File: config.mk
export PLATFORM = sky130hd
export DESIGN_NAME = amx_ctl_slave
export DESIGN_NICKNAME = d
export VERILOG_FILES = /design/src/rtl/amx_ctl_pkg.sv /design/src/rtl/amx_line_filter.sv /design/src/rtl/amx_bus_fsm.sv /design/src/rtl/amx_reg_bank.sv /design/src/rtl/amx_ctl_slave.sv
export SDC_FILE = /design/constraint.sdc
export NUM_CORES = 1
export LEC_CHECK = 0
export ABC_CLOCK_PERIOD_IN_PS = 4600
export CELL_PAD_IN_SITES_DETAIL_PLACEMENT = 0
export CELL_PAD_IN_SITES_GLOBAL_PLACEMENT = 2
export CORE_ASPECT_RATIO = 0.75
export CORE_UTILIZATION = 46
export DETAILED_ROUTE_END_ITERATION = 12
export DONT_BUFFER_PORTS = 1
export HOLD_SLACK_MARGIN = 0.15
export PLACE_DENSITY_LB_ADDON = 0.2
export SETUP_SLACK_MARGIN = 0.5
export SLEW_MARGIN = 20
export SYNTH_ARGS = -nofsm -noshare
export SYNTH_HDL_FRONTEND = slang
export SYNTH_SLANG_ARGS = --single-unit
File: constraint.sdc
create_clock -name clk -period 4.6 [get_ports clk]
set_clock_uncertainty 0.1 [all_clocks]
set_input_delay 0.46 -clock clk [delete_from_list [all_inputs] [get_ports clk]]
set_output_delay 0.46 -clock clk [all_outputs]
set_load 0.02 [all_outputs]
File: src/rtl/amx_ctl_pkg.sv
package amx_ctl_pkg;
  localparam int REG_W   = 8;
  localparam int NREG    = 4;
  localparam int SEL_W   = $clog2(NREG);
  localparam int PTR_W   = 4;
  localparam int IN_F_W  = 6;
  localparam int FX_F_W  = 5;

  localparam int IDX_MODE   = 0;
  localparam int IDX_SPACE  = 1;
  localparam int IDX_CENTER = 2;
  localparam int IDX_INPUT  = 3;

  localparam logic [5:0] DEV_ADDR_HI = 6'b100000;

  typedef enum logic [2:0] {
    PH_IDLE, PH_ADDR, PH_SUB, PH_DATA, PH_SKIP
  } phase_t;

  function automatic logic [REG_W-1:0] rst_val(input int idx);
    case (idx)
      IDX_MODE:   rst_val = 8'h00;
      IDX_SPACE:  rst_val = 8'h20;
      IDX_CENTER: rst_val = 8'h20;
      default:    rst_val = 8'h40;
    endcase
  endfunction

  // coarse field counts 8 fine steps
  function automatic logic [IN_F_W-1:0] in_steps(input logic [IN_F_W-1:0] f);
    in_steps = IN_F_W'(f[5:3]) * IN_F_W'(8) + IN_F_W'(f[2:0]);
  endfunction

  function automatic logic [FX_F_W-1:0] fx_steps(input logic [FX_F_W-1:0] f);
    fx_steps = FX_F_W'(f[4:3]) * FX_F_W'(8) + FX_F_W'(f[2:0]);
  endfunction
endpackage

File: src/rtl/amx_line_filter.sv
module amx_line_filter #(
  parameter int SYNC  = 2,
  parameter int DEPTH = 3
) (
  input  logic clk,
  input  logic rst_n,
  input  logic raw,
  output logic clean
);
  logic [SYNC-1:0]  sync_q;
  logic [DEPTH-1:0] hist_q;

  always_ff @(posedge clk or negedge rst_n) begin
    if (!rst_n) begin
      sync_q <= '1;
      hist_q <= '1;
      clean  <= 1'b1;
    end else begin
      sync_q <= {sync_q[SYNC-2:0], raw};
      hist_q <= {hist_q[DEPTH-2:0], sync_q[SYNC-1]};
      if (&hist_q)
        clean <= 1'b1;
      else if (~|hist_q)
        clean <= 1'b0;
    end
  end
endmodule

File: src/rtl/amx_bus_fsm.sv
module amx_bus_fsm
  import amx_ctl_pkg::*;
(
  input  logic             clk,
  input  logic             rst_n,
  input  logic             scl,
  input  logic             sda,
  input  logic             strap,
  output logic             sda_oe,
  output logic             start_evt,
  output logic             stop_evt,
  output logic             wr_en,
  output logic [SEL_W-1:0] wr_idx,
  output logic [REG_W-1:0] wr_data
);
  localparam int CNT_W = $clog2(REG_W + 1);

  phase_t           phase_q;
  logic             scl_q, sda_q;
  logic [REG_W-1:0] shreg_q;
  logic [CNT_W-1:0] bit_cnt_q;
  logic             ack_ph_q;
  logic             autoinc_q;
  logic [PTR_W-1:0] idx_q;

  logic scl_rise, scl_fall, byte_done, active, addr_ok, idx_in_range;

  assign scl_rise     = scl & ~scl_q;
  assign scl_fall     = ~scl & scl_q;
  assign start_evt    = scl & scl_q & sda_q & ~sda;
  assign stop_evt     = scl & scl_q & ~sda_q & sda;
  assign active       = (phase_q != PH_IDLE) && (phase_q != PH_SKIP);
  assign byte_done    = active && scl_fall && !ack_ph_q && (bit_cnt_q == CNT_W'(REG_W));
  assign addr_ok      = shreg_q == {DEV_ADDR_HI, strap, 1'b0};
  assign idx_in_range = idx_q[PTR_W-1:SEL_W] == '0;

  always_ff @(posedge clk or negedge rst_n) begin
    if (!rst_n) begin
      scl_q     <= 1'b1;
      sda_q     <= 1'b1;
      phase_q   <= PH_IDLE;
      shreg_q   <= '0;
      bit_cnt_q <= '0;
      ack_ph_q  <= 1'b0;
      autoinc_q <= 1'b0;
      idx_q     <= '0;
      sda_oe    <= 1'b0;
      wr_en     <= 1'b0;
      wr_idx    <= '0;
      wr_data   <= '0;
    end else begin
      scl_q <= scl;
      sda_q <= sda;
      wr_en <= 1'b0;
      if (start_evt) begin
        phase_q   <= PH_ADDR;
        bit_cnt_q <= '0;
        ack_ph_q  <= 1'b0;
        sda_oe    <= 1'b0;
      end else if (stop_evt) begin
        phase_q   <= PH_IDLE;
        bit_cnt_q <= '0;
        ack_ph_q  <= 1'b0;
        sda_oe    <= 1'b0;
      end else if (active) begin
        if (scl_rise && !ack_ph_q && (bit_cnt_q < CNT_W'(REG_W))) begin
          shreg_q   <= {shreg_q[REG_W-2:0], sda};
          bit_cnt_q <= bit_cnt_q + 1'b1;
        end
        if (byte_done) begin
          ack_ph_q <= 1'b1;
          case (phase_q)
            PH_ADDR: begin
              if (addr_ok) begin
                sda_oe  <= 1'b1;
                phase_q <= PH_SUB;
              end else begin
                phase_q <= PH_SKIP;
              end
            end
            PH_SUB: begin
              sda_oe    <= 1'b1;
              autoinc_q <= shreg_q[REG_W-1];
              idx_q     <= PTR_W'(shreg_q[SEL_W-1:0]);
              phase_q   <= PH_DATA;
            end
            default: begin
              sda_oe <= 1'b1;
              if (idx_in_range) begin
                wr_en   <= 1'b1;
                wr_idx  <= idx_q[SEL_W-1:0];
                wr_data <= shreg_q;
              end
              if (autoinc_q && (idx_q != '1))
                idx_q <= idx_q + 1'b1;
            end
          endcase
        end else if (scl_fall && ack_ph_q) begin
          ack_ph_q  <= 1'b0;
          sda_oe    <= 1'b0;
          bit_cnt_q <= '0;
        end
      end
    end
  end
endmodule

File: src/rtl/amx_reg_bank.sv
module amx_reg_bank
  import amx_ctl_pkg::*;
(
  input  logic                       clk,
  input  logic                       rst_n,
  input  logic                       wr_en,
  input  logic [SEL_W-1:0]           wr_idx,
  input  logic [REG_W-1:0]           wr_data,
  output logic [NREG-1:0][REG_W-1:0] regs
);
  for (genvar g = 0; g < NREG; g++) begin : g_reg
    always_ff @(posedge clk or negedge rst_n) begin
      if (!rst_n)
        regs[g] <= rst_val(g);
      else if (wr_en && (wr_idx == SEL_W'(g)))
        regs[g] <= wr_data;
    end
  end
endmodule

File: src/rtl/amx_ctl_slave.sv
module amx_ctl_slave
  import amx_ctl_pkg::*;
(
  input  logic              clk,
  input  logic              rst_n,
  input  logic              strap,
  input  logic              scl_in,
  input  logic              sda_in,
  output logic              sda_oe,
  output logic [REG_W-1:0]  mode_reg,
  output logic [REG_W-1:0]  space_reg,
  output logic [REG_W-1:0]  center_reg,
  output logic [REG_W-1:0]  input_reg,
  output logic              fx_on,
  output logic              fx_stereo,
  output logic              input_mute,
  output logic              space_mute,
  output logic              center_mute,
  output logic [IN_F_W-1:0] input_att,
  output logic [FX_F_W-1:0] space_att,
  output logic [FX_F_W-1:0] center_att
);
  localparam int NLINE = 2;

  logic [NLINE-1:0] raw_v, clean_v;
  logic scl_f, sda_f;
  logic start_evt, stop_evt, wr_en;
  logic [SEL_W-1:0] wr_idx;
  logic [REG_W-1:0] wr_data;
  logic [NREG-1:0][REG_W-1:0] regs;

  assign raw_v = {sda_in, scl_in};
  for (genvar g = 0; g < NLINE; g++) begin : g_line
    amx_line_filter #(.SYNC(2), .DEPTH(3)) u_filt (
      .clk(clk), .rst_n(rst_n), .raw(raw_v[g]), .clean(clean_v[g])
    );
  end
  assign scl_f = clean_v[0];
  assign sda_f = clean_v[1];

  amx_bus_fsm u_fsm (
    .clk(clk), .rst_n(rst_n), .scl(scl_f), .sda(sda_f), .strap(strap),
    .sda_oe(sda_oe), .start_evt(start_evt), .stop_evt(stop_evt),
    .wr_en(wr_en), .wr_idx(wr_idx), .wr_data(wr_data)
  );

  amx_reg_bank u_bank (
    .clk(clk), .rst_n(rst_n), .wr_en(wr_en), .wr_idx(wr_idx),
    .wr_data(wr_data), .regs(regs)
  );

  assign mode_reg    = regs[IDX_MODE];
  assign space_reg   = regs[IDX_SPACE];
  assign center_reg  = regs[IDX_CENTER];
  assign input_reg   = regs[IDX_INPUT];

  assign fx_on       = mode_reg[0];
  assign fx_stereo   = mode_reg[0] & mode_reg[1];
  assign input_mute  = input_reg[6];
  assign space_mute  = space_reg[5];
  assign center_mute = center_reg[5];
  assign input_att   = in_steps(input_reg[IN_F_W-1:0]);
  assign space_att   = fx_steps(space_reg[FX_F_W-1:0]);
  assign center_att  = fx_steps(center_reg[FX_F_W-1:0]);
endmodule

==> results.ini <==
[logic_synthesis]
synth_top_cell_area_share=0.461
ys_seq_area_frac=0.594
synth-warning-count=0
ys_types=46
synthTopCellsByArea=dfrtp_1 46%, mux2_2 14%, dfstp_2 13%
synth_area_leader_cell=dfrtp_1
synth_common_cells=62 x dfrtp_1, 42 x mux2_2, 20 x buf_4
synthCells=235
syn_avg_cell_area_sq_um=14.3
synth_area_sq_mm=0.00336
synth_flop_cell=dfrtp_1
syn-num-nets=243
synth-edff-count=0
yosys_register_bits=79
synthArstFlopShare=1.00
synth_most_common_cell=dfrtp_1

[worst_setup_path]
rrSetupSlack_ns=2.15
reg2reg_depth=6
setup.worst_path.end_class=register
path_class=reg -> reg
crit_required_ns=4.74
start_kind=register
crit_fanout=11
rr_endpoint=u_fsm.wr_data[1]$_DFFE_PN0P_
r2r-start=u_fsm.bit_cnt_q[0]$_DFFE_PN0P_
cp.arrival_ns=2.59

[power_and_ir_drop]
leakage_uw=0.00165
p_comb_frac=0.104
irDropWorstVdd_uv=221
seq_power_share=0.547
p_sw_uw=397
p_int_uw=1100
power.density_mw_per_mm2=418
swShare=0.266
power_frac_clock=0.349

[clock_network]
cts_root_buf=clkbuf_8
ctsResizeCount=0
clockBufferDepth=2
path_clk_slew_ns=0.08
htreeDepth=3
cts.sinks=79
cts_made_buffers=9
worst_skew_pair.late_latency_ns=0.35
cts_tree=yes

[placement]
dp_hpwl_microns=3900
gp_congestion=0.730
post-place-ws_ns=2.15
placedCellCount=310
port_buffers=0

[layout]
diodes=0
fin_cells=330
fin_nets=235
syn_to_final_growth_pct=6.21
drive_gt1_frac=0.401

[route]
drt-total-wl_microns=5790
wire_per_inst_microns=17.5
dr_total_vias=1768
dr.pass1.iters=4
first_iter_violations=92
routed_via_density=5.36
postRouteAntennaNets=0
drc=0

[run_status]
status=finished, final reports clean

[global_routing]
antenna_found_initial=0
first_global_vias=1850
use_met1=0.235
use_met3=0.0798
grt_use_met2=0.245
grt_start_max_net_pins=80
grt-ovfl-total=0
grt.total_usage=0.174
grt_pass1_wl_microns=9830
busiest_layer=met2

[floorplan]
die_x_microns=101
die_area_sq_mm=0.00766
rows=26
io_pins=59
die_height_microns=76.0
core_area_sq_mm=0.00693
start_util=0.485

[timing]
slew_viol_final=0
setup_viol=0
hold_viol=0
fin_tns_setup_ns=0
tightest_slew_ns=0.899
rsz0062_at_grt=false
finalCritPeriodShare=0.533
max_slew_margin=0.396
max_freq_ghz=0.408
period_needed_ns=2.45
setup_ws_ns=2.15

[worst_hold_path]
min_from=g_line[0].u_filt.sync_q[1]$_DFF_PN1_
min_to=g_line[0].u_filt.hist_q[0]$_DFF_PN1_
hold_path_depth=0
hp-class=reg -> reg

[flow_run]
maxCapViolCount=0

==> timing repair <==
action | in CTS | in global routing
hold buffers | 4 | 0
endpoints found under the hold margin | 81 | 0
buffers inserted | 0 | 0
==> stage by stage <==
stage / hold slack, ns / cell area, sq um / util / total power, uW
finish: 0.259 / 3570 / 0.515 / 1490
floorplan: 0.0644 / 3360 / - / 935
detailed placement: 0.0662 / 3310 / 0.477 / 969
global route: 0.265 / 3570 / 0.515 / 1580
CTS: 0.260 / 3570 / 0.515 / 1520
global placement: 0.0664 / 3310 / 0.477 / 958
==> logic make-up after synthesis <==
family | after synthesis | synth area share
XOR/XNOR | 5 | 0.0130
multiplexers | 54 | 0.190
buffers and inverters | 30 | 0.0607
AO/OA/AOI/OAI | 21 | 0.0402
flip-flops | 79 | 0.594
adder cells (fa/ha/maj) | 3 | 0.0112
AND/OR/NAND/NOR | 43 | 0.0904
==> metal layers <==
metal	routed length (microns)	part of all wire	vias to the layer above
met4	98	0.017	0
met5	0	0	-
met3	390	0.067	12
met2	2570	0.44	39
met1	2730	0.47	915
li1	-	-	802
==> cell usage in the layout, fill, tap and decap left out, types with 3 or more instances in the layout <==
cell,n
dfrtp_1,62
mux2_2,42
dfstp_2,17
clkbuf_8,10
mux2_4,9
inv_1,7
nor2_1,7
a21oi_1,6
o21ai_0,6
nand3_1,5
xnor2_1,4
and3_1,4
nand2b_1,3
ha_1,3
clkinv_4,3
dlygate4sd3_1,3
==> final cells by class <==
type	instances	area (sq um)
inverters	7	26.3
fillers	594	3360
well taps	98	123
multi-input cells	126	1160
repair buffers	4	57.6
clock inverters	6	68.8
flip-flops and latches	79	2000
clock buffers	10	138
==> power groups by stage <==
stage	sequential, uW	combinational (uW)	clock (uW)
finish	817	156	521
global route	828	175	577
CTS	818	158	540
detailed placement	831	138	0
global placement	826	133	0
floorplan	808	128	0
==> flip-flops by register name, indices dropped and copies added, names as in the netlist, 2 cells and up <==
register and flops:
u_fsm.bit_cnt_q 4, u_bank.regs 32, u_fsm.wr_data 8, g_line.u_filt.clean 2, g_line.u_filt.hist_q 6, u_fsm.wr_idx 2
u_fsm.shreg_q 8, u_fsm.phase_q 3, u_fsm.idx_q 4, g_line.u_filt.sync_q 4
==> worst max-delay path: stages (launching register included) <==
cell,delay (ns)
dfrtp_1,0.42
inv_1,0.07
ha_1,0.13
and4bb_2,0.28
nand3_4,0.14
nor4_4,0.78
mux2_2,0.41
==> worst max path at each step <==
stage                                   end                      startpoint  depth (start not counted)
6_report       u_fsm.wr_data[1]$_DFFE_PN0P_  u_fsm.bit_cnt_q[0]$_DFFE_PN0P_                          6
5_1_grt        u_fsm.wr_data[1]$_DFFE_PN0P_  u_fsm.bit_cnt_q[0]$_DFFE_PN0P_                          6
4_1_cts        u_fsm.wr_data[1]$_DFFE_PN0P_  u_fsm.bit_cnt_q[0]$_DFFE_PN0P_                          6
3_5_place_dp   u_fsm.wr_data[1]$_DFFE_PN0P_  u_fsm.bit_cnt_q[0]$_DFFE_PN0P_                          6
3_3_place_gp   u_fsm.wr_data[1]$_DFFE_PN0P_  u_fsm.bit_cnt_q[0]$_DFFE_PN0P_                          6
2_1_floorplan  u_fsm.wr_data[0]$_DFFE_PN0P_  u_fsm.bit_cnt_q[0]$_DFFE_PN0P_                          7
Power figures use the tool's default switching activity.
